[src/rtl/tod_pkg.sv]
package tod_pkg;
  typedef struct packed {
    logic [7:0] hr;   // [7] PM, [4:0] BCD
    logic [6:0] mn;
    logic [6:0] sc;
    logic [3:0] ts;
  } tod_t;

  typedef enum logic [1:0] {
    FLD_TS = 2'd0,
    FLD_SC = 2'd1,
    FLD_MN = 2'd2,
    FLD_HR = 2'd3
  } tod_fld_e;

  function automatic logic [7:0] tod_field(tod_t t, logic [1:0] a);
    case (a)
      FLD_TS:  tod_field = {4'b0, t.ts};
      FLD_SC:  tod_field = {1'b0, t.sc};
      FLD_MN:  tod_field = {1'b0, t.mn};
      default: tod_field = t.hr;
    endcase
  endfunction

  function automatic tod_t tod_store(tod_t t, logic [1:0] a, logic [7:0] d);
    tod_t r;
    r = t;
    case (a)
      FLD_TS:  r.ts = d[3:0];
      FLD_SC:  r.sc = d[6:0];
      FLD_MN:  r.mn = d[6:0];
      default: r.hr = {d[7], 2'b00, d[4:0]};
    endcase
    return r;
  endfunction
endpackage

[src/rtl/tod_prescale.sv]
module tod_prescale #(
  parameter int DIV_A = 5,
  parameter int DIV_B = 6
) (
  input  logic clk_i,
  input  logic rst_ni,
  input  logic tick_i,
  input  logic run_i,
  input  logic sel_a_i,
  output logic step_o
);
  localparam int MAXD = (DIV_A > DIV_B) ? DIV_A : DIV_B;
  localparam int W    = (MAXD > 2) ? $clog2(MAXD) : 1;

  logic [W-1:0] cnt_q;
  logic [W-1:0] reload;

  assign reload = sel_a_i ? W'(DIV_A - 1) : W'(DIV_B - 1);
  assign step_o = tick_i && run_i && (cnt_q == '0);

  always_ff @(posedge clk_i or negedge rst_ni) begin
    if (!rst_ni)              cnt_q <= '0;
    else if (tick_i && run_i) cnt_q <= (cnt_q == '0) ? reload : cnt_q - 1'b1;
  end

  a_r2_reload_a: assert property (@(posedge clk_i) disable iff (!rst_ni)
    (step_o && sel_a_i) |=> cnt_q == W'(DIV_A - 1));
  a_r2_reload_b: assert property (@(posedge clk_i) disable iff (!rst_ni)
    (step_o && !sel_a_i) |=> cnt_q == W'(DIV_B - 1));
  a_r9_idle_hold: assert property (@(posedge clk_i) disable iff (!rst_ni)
    !run_i |=> $stable(cnt_q));
endmodule

[src/rtl/tod_bcd_inc.sv]
module tod_bcd_inc #(
  parameter int HI_MAX = 5
) (
  input  logic [6:0] val_i,
  output logic [6:0] val_o,
  output logic       carry_o
);
  logic [3:0] lo;
  logic [3:0] hi;

  always_comb begin
    lo = val_i[3:0] + 4'd1;
    hi = {1'b0, val_i[6:4]};
    if (lo > 4'd9) begin
      lo = 4'd0;
      hi = hi + 4'd1;
    end
    carry_o = (hi > 4'(HI_MAX));
    val_o   = carry_o ? 7'd0 : {hi[2:0], lo};
  end
endmodule

[src/rtl/tod_core.sv]
module tod_core
  import tod_pkg::*;
(
  input  logic       clk_i,
  input  logic       rst_ni,
  input  logic       step_i,
  input  logic       we_i,
  input  logic       alarm_sel_i,
  input  logic [1:0] addr_i,
  input  logic [7:0] wdata_i,
  output tod_t       time_o,
  output logic       run_o,
  output logic       alarm_o
);
  tod_t time_q, alarm_q, time_inc;
  logic halt_q;
  logic time_wr, alarm_wr;
  logic [1:0][6:0] bcd_cur, bcd_nxt;
  logic [1:0]      bcd_cy;
  logic [7:0] hr_nxt;
  logic [3:0] h_lo;
  logic [1:0] h_hi;
  logic [5:0] h_sum;

  assign time_wr  = we_i && !alarm_sel_i;
  assign alarm_wr = we_i && alarm_sel_i;
  assign run_o    = !halt_q && !time_wr;
  assign time_o   = time_q;

  assign bcd_cur[0] = time_q.sc;
  assign bcd_cur[1] = time_q.mn;

  for (genvar g = 0; g < 2; g++) begin : g_bcd
    tod_bcd_inc #(.HI_MAX(5)) u_inc (
      .val_i  (bcd_cur[g]),
      .val_o  (bcd_nxt[g]),
      .carry_o(bcd_cy[g])
    );
  end

  // 12-hour BCD step, PM flips on the 11 -> 00 wrap
  always_comb begin
    h_lo = time_q.hr[3:0] + 4'd1;
    h_hi = {1'b0, time_q.hr[4]};
    if (h_lo > 4'd9) begin
      h_lo = 4'd0;
      h_hi = h_hi + 2'd1;
    end
    h_sum = {h_hi, h_lo};
    if (h_sum > 6'h11) hr_nxt = {~time_q.hr[7], 7'd0};
    else               hr_nxt = {time_q.hr[7], 2'b00, h_sum[4:0]};
  end

  always_comb begin
    time_inc = time_q;
    if (time_q.ts >= 4'd9) begin
      time_inc.ts = 4'd0;
      time_inc.sc = bcd_nxt[0];
      if (bcd_cy[0]) begin
        time_inc.mn = bcd_nxt[1];
        if (bcd_cy[1]) time_inc.hr = hr_nxt;
      end
    end else begin
      time_inc.ts = time_q.ts + 4'd1;
    end
  end

  always_ff @(posedge clk_i or negedge rst_ni) begin
    if (!rst_ni) begin
      time_q  <= '0;
      alarm_q <= '0;
      halt_q  <= 1'b0;
      alarm_o <= 1'b0;
    end else begin
      if (time_wr) begin
        time_q <= tod_store(time_q, addr_i, wdata_i);
        if (addr_i == FLD_HR) halt_q <= 1'b1;
        if (addr_i == FLD_TS) halt_q <= 1'b0;
      end else if (step_i) begin
        time_q <= time_inc;
      end
      if (alarm_wr) alarm_q <= tod_store(alarm_q, addr_i, wdata_i);
      alarm_o <= step_i && !time_wr && (time_inc == alarm_q);
    end
  end

  a_r9_halt_hold: assert property (@(posedge clk_i) disable iff (!rst_ni)
    (halt_q && !we_i) |=> time_q == $past(time_q));
  a_r4_pm_flip: assert property (@(posedge clk_i) disable iff (!rst_ni)
    (step_i && !time_wr && time_q.ts == 4'd9 && time_q.sc == 7'h59 &&
     time_q.mn == 7'h59 && time_q.hr[4:0] == 5'h11)
    |=> (time_q.hr[4:0] == 5'h00) && (time_q.hr[7] != $past(time_q.hr[7])));
  a_r3_tenths_wrap: assert property (@(posedge clk_i) disable iff (!rst_ni)
    (step_i && !time_wr && time_q.ts == 4'd9) |=> time_q.ts == 4'd0);
  a_r6_alarm_side: assert property (@(posedge clk_i) disable iff (!rst_ni)
    (alarm_wr && !step_i) |=> time_q == $past(time_q));
endmodule

[src/rtl/bcd_tod_clock.sv]
module bcd_tod_clock
  import tod_pkg::*;
#(
  parameter int DIV_50 = 5,
  parameter int DIV_60 = 6
) (
  input  logic       clk_i,
  input  logic       rst_ni,
  input  logic       tick_i,
  input  logic       sel_50hz_i,
  input  logic       alarm_sel_i,
  input  logic       we_i,
  input  logic       re_i,
  input  logic [1:0] addr_i,
  input  logic [7:0] wdata_i,
  output logic [7:0] rdata_o,
  output logic       alarm_o
);
  tod_t live, snap_q;
  logic frozen_q;
  logic run, step;

  tod_prescale #(.DIV_A(DIV_50), .DIV_B(DIV_60)) u_pre (
    .clk_i  (clk_i),
    .rst_ni (rst_ni),
    .tick_i (tick_i),
    .run_i  (run),
    .sel_a_i(sel_50hz_i),
    .step_o (step)
  );

  tod_core u_core (
    .clk_i      (clk_i),
    .rst_ni     (rst_ni),
    .step_i     (step),
    .we_i       (we_i),
    .alarm_sel_i(alarm_sel_i),
    .addr_i     (addr_i),
    .wdata_i    (wdata_i),
    .time_o     (live),
    .run_o      (run),
    .alarm_o    (alarm_o)
  );

  assign rdata_o = tod_field(frozen_q ? snap_q : live, addr_i);

  // Read-side snapshot; counting continues underneath
  always_ff @(posedge clk_i or negedge rst_ni) begin
    if (!rst_ni) begin
      frozen_q <= 1'b0;
      snap_q   <= '0;
    end else if (re_i) begin
      if (addr_i == FLD_HR && !frozen_q) begin
        frozen_q <= 1'b1;
        snap_q   <= live;
      end else if (addr_i == FLD_TS) begin
        frozen_q <= 1'b0;
      end
    end
  end

  a_r8_snap_hold: assert property (@(posedge clk_i) disable iff (!rst_ni)
    frozen_q |=> $stable(snap_q));
  a_r8_release: assert property (@(posedge clk_i) disable iff (!rst_ni)
    (re_i && addr_i == FLD_TS) |=> !frozen_q);
  a_r7_single_pulse: assert property (@(posedge clk_i) disable iff (!rst_ni)
    alarm_o |=> !alarm_o);
  a_r7_needs_step: assert property (@(posedge clk_i) disable iff (!rst_ni)
    !tick_i |=> !alarm_o);
endmodule

[config.mk]
export PLATFORM = sky130hd
export DESIGN_NAME = bcd_tod_clock
export DESIGN_NICKNAME = d
export VERILOG_FILES = /design/src/rtl/tod_pkg.sv /design/src/rtl/tod_prescale.sv /design/src/rtl/tod_bcd_inc.sv /design/src/rtl/tod_core.sv /design/src/rtl/bcd_tod_clock.sv
export SDC_FILE = /design/constraint.sdc
export NUM_CORES = 1
export LEC_CHECK = 0
export ABC_AREA = 1
export ABC_CLOCK_PERIOD_IN_PS = 2420
export BUFFER_PORTS_ARGS = -buffer_cell sky130_fd_sc_hd__buf_4
export CAP_MARGIN = 5
export CORE_MARGIN = 2
export CORE_UTILIZATION = 56
export DETAILED_ROUTE_END_ITERATION = 16
export HOLD_SLACK_MARGIN = 0.15
export PLACE_DENSITY = 0.77
export REMOVE_ABC_BUFFERS = 1
export SYNTH_ARGS = -nofsm -noshare
export SYNTH_HDL_FRONTEND = slang
export SYNTH_SLANG_ARGS = --single-unit
[constraint.sdc]
create_clock -name clk_i -period 2.42 [get_ports clk_i]
set_clock_uncertainty 0.15 [all_clocks]
set_input_delay 0.484 -clock clk_i [delete_from_list [all_inputs] [get_ports clk_i]]
set_output_delay 0.484 -clock clk_i [all_outputs]
set_load 0.005 [all_outputs]
# After elaboration in Yosys (flattened, before gate mapping)
# Cells that the tools add are included.
# op_classes
magnitude_cmp,7
muxes,27
n_reduce_logical,29
bitwise,2
eq_ne,8
add_sub_neg,8
# ops
cell,n
26-bit two-way mux,3
4-bit two-way mux,7
7-bit two-way mux,4
26-bit == test,1
8-bit two-way mux,3
8-bit one-hot mux with 3 select lines,1
22-bit two-way mux,1
2-bit AND reduction,11
"4-bit by 1-bit adder with 4-bit output, second input constant",4
15-bit two-way mux,1
"4-bit > comparator, second input constant",3
"3-bit by 1-bit adder with 4-bit output, second input constant",2
"4-bit by 3-bit > comparator with 1-bit output, second input constant",2
1-bit logical AND,8
"2-bit inequality test, second input constant",4
"6-bit by 5-bit > comparator with 1-bit output, second input constant",1
2-bit nonzero test,3
1-bit two-way mux,5
"2-bit == test, second input constant",2
"4-bit >= comparator, second input constant",1
1-bit logical NOT,4
3-bit logical NOT,1
3-bit two-way mux,1
3-bit OR reduction,1
6 further kinds,7
# word_totals
out_inout_bits,9
ff_bits,82
word_cells,97
in_bits,17

# Depth between registers and ports, before layout
# logic_depth
ltp_word,10
depth_mapped,22
mapped_depth_nobuf,21

# Hierarchy
# From an unflattened synthesis, not the netlist that was laid out.
# unflattened
cells_unflattened,816
hier_area_um2,5746.8
# modules_own_cells
mod,area_per_inst_um2,cells_each,seq_area_each_um2,instances
tod_core,3338.2,495,1301.2,1
bcd_tod_clock,1682.9,215,675.6,1
tod_bcd_inc,280.3,42,0.0,2
tod_prescale,165.2,22,75.1,1

# Least setup slack after synthesis
# OpenSTA, ideal clock, no wires.
# synth_timing
path_type,flip-flop to flip-flop
startpoint,register u_core.time_q (netlist bit u_core.time_o[18])
endpoint,register u_core.alarm_o
arrival_time_ns,2.138
setup_ns,0.069
period_less_slack_ns,2.357
t_required_ns,2.201
n_path_buf,0
setup_slack_ns,0.063
path_stages_with_launch,19
cell_sequence,dfrtp_1 -> ha_1 -> nand2_1 -> inv_1 -> a21oi_1 -> nand2_1 -> inv_1 -> ha_1 -> inv_1 -> o21ai_0 -> nand2_1 -> inv_1 -> o21ai_0 -> nand2_1 -> nand2_1 -> nand2_1 -> nor2_1 -> nand2_1 -> nor2_2
# synth_between
elab_chain_cells,10
elab_cells_between_ends,11
cone_classes,add/sub: 1; order compare: 2; eq/ne: 1; mux: 6; reduce/logical: 1
# synth_lines
element,line_no,text
from (decl),tod_core.sv:15,"tod_t time_q, alarm_q, time_inc;"
from (signal assigned),tod_core.sv:76,"time_q <= tod_store(time_q, addr_i, wdata_i);"
from (signal assigned),tod_core.sv:80,time_q <= time_inc;
4-bit by 1-bit adder with 4-bit output,tod_core.sv:43,h_lo = time_q.hr[3:0] + 4'd1;
4-bit > comparator,tod_core.sv:45,if (h_lo > 4'd9) begin
4-bit two-way mux / 2-bit two-way mux (equally long branches),tod_core.sv:45,
6-bit by 5-bit > comparator with 1-bit output,tod_core.sv:50,"if (h_sum > 6'h11) hr_nxt = {~time_q.hr[7], 7'd0};"
8-bit two-way mux,tod_core.sv:50,
8-bit two-way mux,tod_core.sv:61,if (bcd_cy[1]) time_inc.hr = hr_nxt;
15-bit two-way mux,tod_core.sv:59,if (bcd_cy[0]) begin
22-bit two-way mux *,tod_core.sv:56,if (time_q.ts >= 4'd9) begin
26-bit == test *,tod_core.sv:83,alarm_o <= step_i && !time_wr && (time_inc == alarm_q);
1-bit logical AND *,tod_core.sv:83,
to (signal assigned),tod_core.sv:83,
to (decl),tod_core.sv:13,output logic alarm_o
# Mark *: on every way between the ends. The rest lies on a longest branch, timed or not.
# A chain may end at the register's enable or synchronous reset.

# Final worst setup path
# layout_timing
startpoint,register u_core.time_q (netlist bit u_core.time_o[19])
endpoint,register u_core.alarm_o
# The elaborated chain is that of the path after synthesis.

==> summary.txt <==
CTS buffer count: 9
Clk buf depth: 2
Worst Reg-to-Reg Cells: 20
Final Core Density: 74.05%
Reg power frac: 23.5%
Area Overhead vs Synth: 30.19%
FP Rows: 35
Fin area: 6713 sq um
Initial antenna violation count: 0
Vias in the first global route: 5065
Post-DP HPWL: 11430 um
Sw Share: 47.27%
HP Start: re_i
Class of the worst hold path: in -> reg
WS Path Type: reg -> reg
Initial Utilization: 56.88%
P_int: 5351 uW
Final worst-path cycle share: 105.0%
Worst r2r dst: u_core.alarm_o$_DFF_PN0_
WL per Instance: 17.16 um
Buffers on Ports: 25
Mapped Area: 5156 sq um
Power per cell area: 1512 nW/um^2
Core area: 9065 sq um
Final GP Congestion: 0.9602
Hold path cells: 4
Pin count of the biggest net entering global routing: 55
Htree depth: 3
Seq/Total Area, Yosys: 39.80%
Die width: 99.96 um
Dpl cell area: 6040 sq um
FMAX: 393.6 MHz
Global-route usage over all layers: 32.01%
DR vias: 5581
Io pins: 26
Max Slew Vio Count: 0
Cells after Synth: 717
Setup ws final: -0.1208 ns
Final min period: 2.541 ns
Leak pwr: 0.003443 uW
CTS tree: done
Reg-to-reg startpoint: u_core.time_o[19]$_DFFE_PN0P_
Maximum vdd ir drop: 0.8995 mV
Clock slew at reported path FFs: 0.10 ns
Ant diodes: 0
Die ar.: 9991 sq um
Die Y: 99.96 um
Final Hold Fails: 0
Commonest non-fill, non-tap cell in the layout: nand2_1
Highest-count cells in the layout ignoring fill and taps: nand2_1, buf_4, o21ai_0
Sink Count: 82
Max-slew headroom: 60.90%
Power share of the clock group: 10.3%
CP Launch Type: flop
Crit path required time: 2.56 ns
CP endpoint kind: flop
Min-Delay Endpoint: frozen_q$_DFFE_PN0P_
Violations in the final reports: setup timing
Status: finished, violations left
Tightest Pin Transition: 0.5848 ns
Nets: 870
# Max-Cap Violations: 0
Crit path max fanout: 4
Clk root buf: clkbuf_8
Flops & latches, synth: 82
Layout fillers: 711
Vias/cell: 5.869
Comb pwr share: 66.2%
Initial drt markers: 545
Final ANT Viol Nets: 0
Share of cells above drive strength 1: 28.45%
WP data arrival: 2.68 ns
Psw: 4796 uW
R2R Setup Slk: -0.12 ns
Clock latency on the worst-skew pair: 0.36 ns
Final setup viols: 3
Detailed Routing Iterations Pass 1: 6
Seq. cell area: 2057 sq um
GRT overflow: 0
Synth warn: 0
DRC errors left: 0
WL final: 16320 um
Global-route wire length before repair: 24870 um
Area of the multi-input gates: 2938 sq um
Unrepaired setup endpoints after global routing: yes
Synth Area per Inst: 7.191 sq um
Yosys cell types: 36
-- layout make-up --
class / count / area share (%)
Clock buffer: 9 / 1.845
Clock inverter: 7 / 1.137
Sequential cell: 82 / 30.64
Inverter: 78 / 4.697
Multi-Input combinational cell: 533 / 43.77
Tap cell: 111 / 2.069
Timing Repair Buffer: 131 / 15.84
-- synthesized netlist by cell type --
cell	count	area, sq um
o21ai_1	1	5.000
nand3_4	1	17.52
and3_1	1	6.260
buf_6	2	22.52
o22ai_1	5	31.28
xnor2_1	3	26.28
a31oi_1	20	125.1
nand4_2	1	12.51
o21ai_0	97	485.5
xor2_1	3	26.28
o21bai_1	1	7.510
a21oi_1	26	130.1
o31ai_1	1	7.510
buf_2	3	15.01
nand2_1	205	769.5
buf_8	1	15.01
nand3b_1	8	60.06
or2_0	1	6.260
ha_1	18	225.2
nor2_2	3	18.77
nand2_4	5	56.30
or2_2	1	6.260
a22o_1	1	8.760
nand2_2	14	87.58
inv_2	7	26.28
clkbuf_1	19	71.32
nor2_8	1	20.02
nor2_1	42	157.7
a211oi_1	1	7.510
nand4_1	6	37.54
dfrtp_1	82	2052
inv_6	1	8.760
nand3_1	62	310.3
nand3_2	2	20.02
inv_1	70	262.8
nor3_1	2	10.01
-- logic make-up after synthesis --
| family | synth area share [%] |
|---|---|
| flip-flops | 39.80 |
| buffers and inverters | 8.178 |
| XOR/XNOR | 1.019 |
| AO/OA/AOI/OAI | 15.68 |
| AND/OR/NAND/NOR | 30.96 |
| adder cells (fa/ha/maj) | 4.368 |
-- stage by stage --
| step | std cells | TNS [ns] | hold WS, ns | worst slack [ns] | power (uW) |
|---|---|---|---|---|---|
| after global placement | 912 | -0.05922 | 0.2848 | -0.05922 | 7373 |
| final | 951 | -0.2705 | 0.2185 | -0.1208 | 10150 |
| after floorplan | 692 | -4.208 | 0.03841 | -0.2874 | 5330 |
| after CTS | 940 | -0.03533 | 0.2078 | -0.03533 | 9118 |
| after detailed placement | 912 | -0.3907 | 0.2893 | -0.1735 | 7592 |
| after global routing | 951 | -0.6647 | 0.2378 | -0.2199 | 10850 |
-- flip-flops by register name (all words and copies together), names as in the netlist --
register	cells
frozen_q	1
u_core.alarm_q	24
u_core.alarm_o	1
u_core.halt_q	1
snap_q	26
u_pre.cnt_q	3
u_core.time_o	26
-- power by group through the flow --
stage	combinational, uW	clock, uW	sequential (uW)
2_1_floorplan	3080	0	2250
4_1_cts	5740	1060	2310
3_5_place_dp	5260	0	2330
6_report	6710	1050	2380
3_3_place_gp	5070	0	2300
5_1_grt	7300	1110	2440
-- what timing repair did --
item / in CTS / in global routing
gates cloned: 1 / 0
setup buffers: 10 / 12
pin swaps: 10 / 29
hold endpoints to repair: 28 / 0
setup endpoints to repair: 8 / 15
hold buffers: 1 / 0
gates resized for setup: 25 / 72
-- worst max-delay path by stage --
stage / start / cells past startpoint / to
6_report: u_core.time_o[19]$_DFFE_PN0P_ / 20 / u_core.alarm_o$_DFF_PN0_
5_1_grt: u_core.time_o[19]$_DFFE_PN0P_ / 18 / u_core.alarm_o$_DFF_PN0_
4_1_cts: u_core.time_o[11]$_DFFE_PN0P_ / 21 / u_core.alarm_o$_DFF_PN0_
3_5_place_dp: u_core.time_o[19]$_DFFE_PN0P_ / 18 / u_core.alarm_o$_DFF_PN0_
3_3_place_gp: u_core.time_o[4]$_DFFE_PN0P_ / 21 / u_core.alarm_o$_DFF_PN0_
2_1_floorplan: we_i / 6 / u_core.time_o[25]$_DFFE_PN0P_
-- per-layer routing --
| metal | global-route usage [%] | vias to the layer above | share of wire, % |
|---|---|---|---|
| met5 | 0 | - | 0 |
| met4 | 12.54 | 0 | 4.1 |
| met3 | 6.546 | 55 | 7.8 |
| met2 | 52.13 | 288 | 47 |
| met1 | 42.17 | 2653 | 41 |
| li1 | - | 2585 | - |
-- critical path: stages, from the launching register on --
cell and delay (ns):
dfrtp_2 0.45, ha_4 0.18, nor2_4 0.05, buf_4 0.14, buf_4 0.12, buf_4 0.12, nor2_1 0.11, nand3_1 0.16
nand3_2 0.13, nand2_2 0.07, nand2_4 0.11, inv_4 0.05, nand2_1 0.06, inv_1 0.04, nand2_1 0.07, nand2_1 0.07
nand2_1 0.06, nand2_1 0.06, nor2_1 0.09, nand3_1 0.10, nor2_2 0.11
No activity file was read; power rests on OpenSTA's default activity.
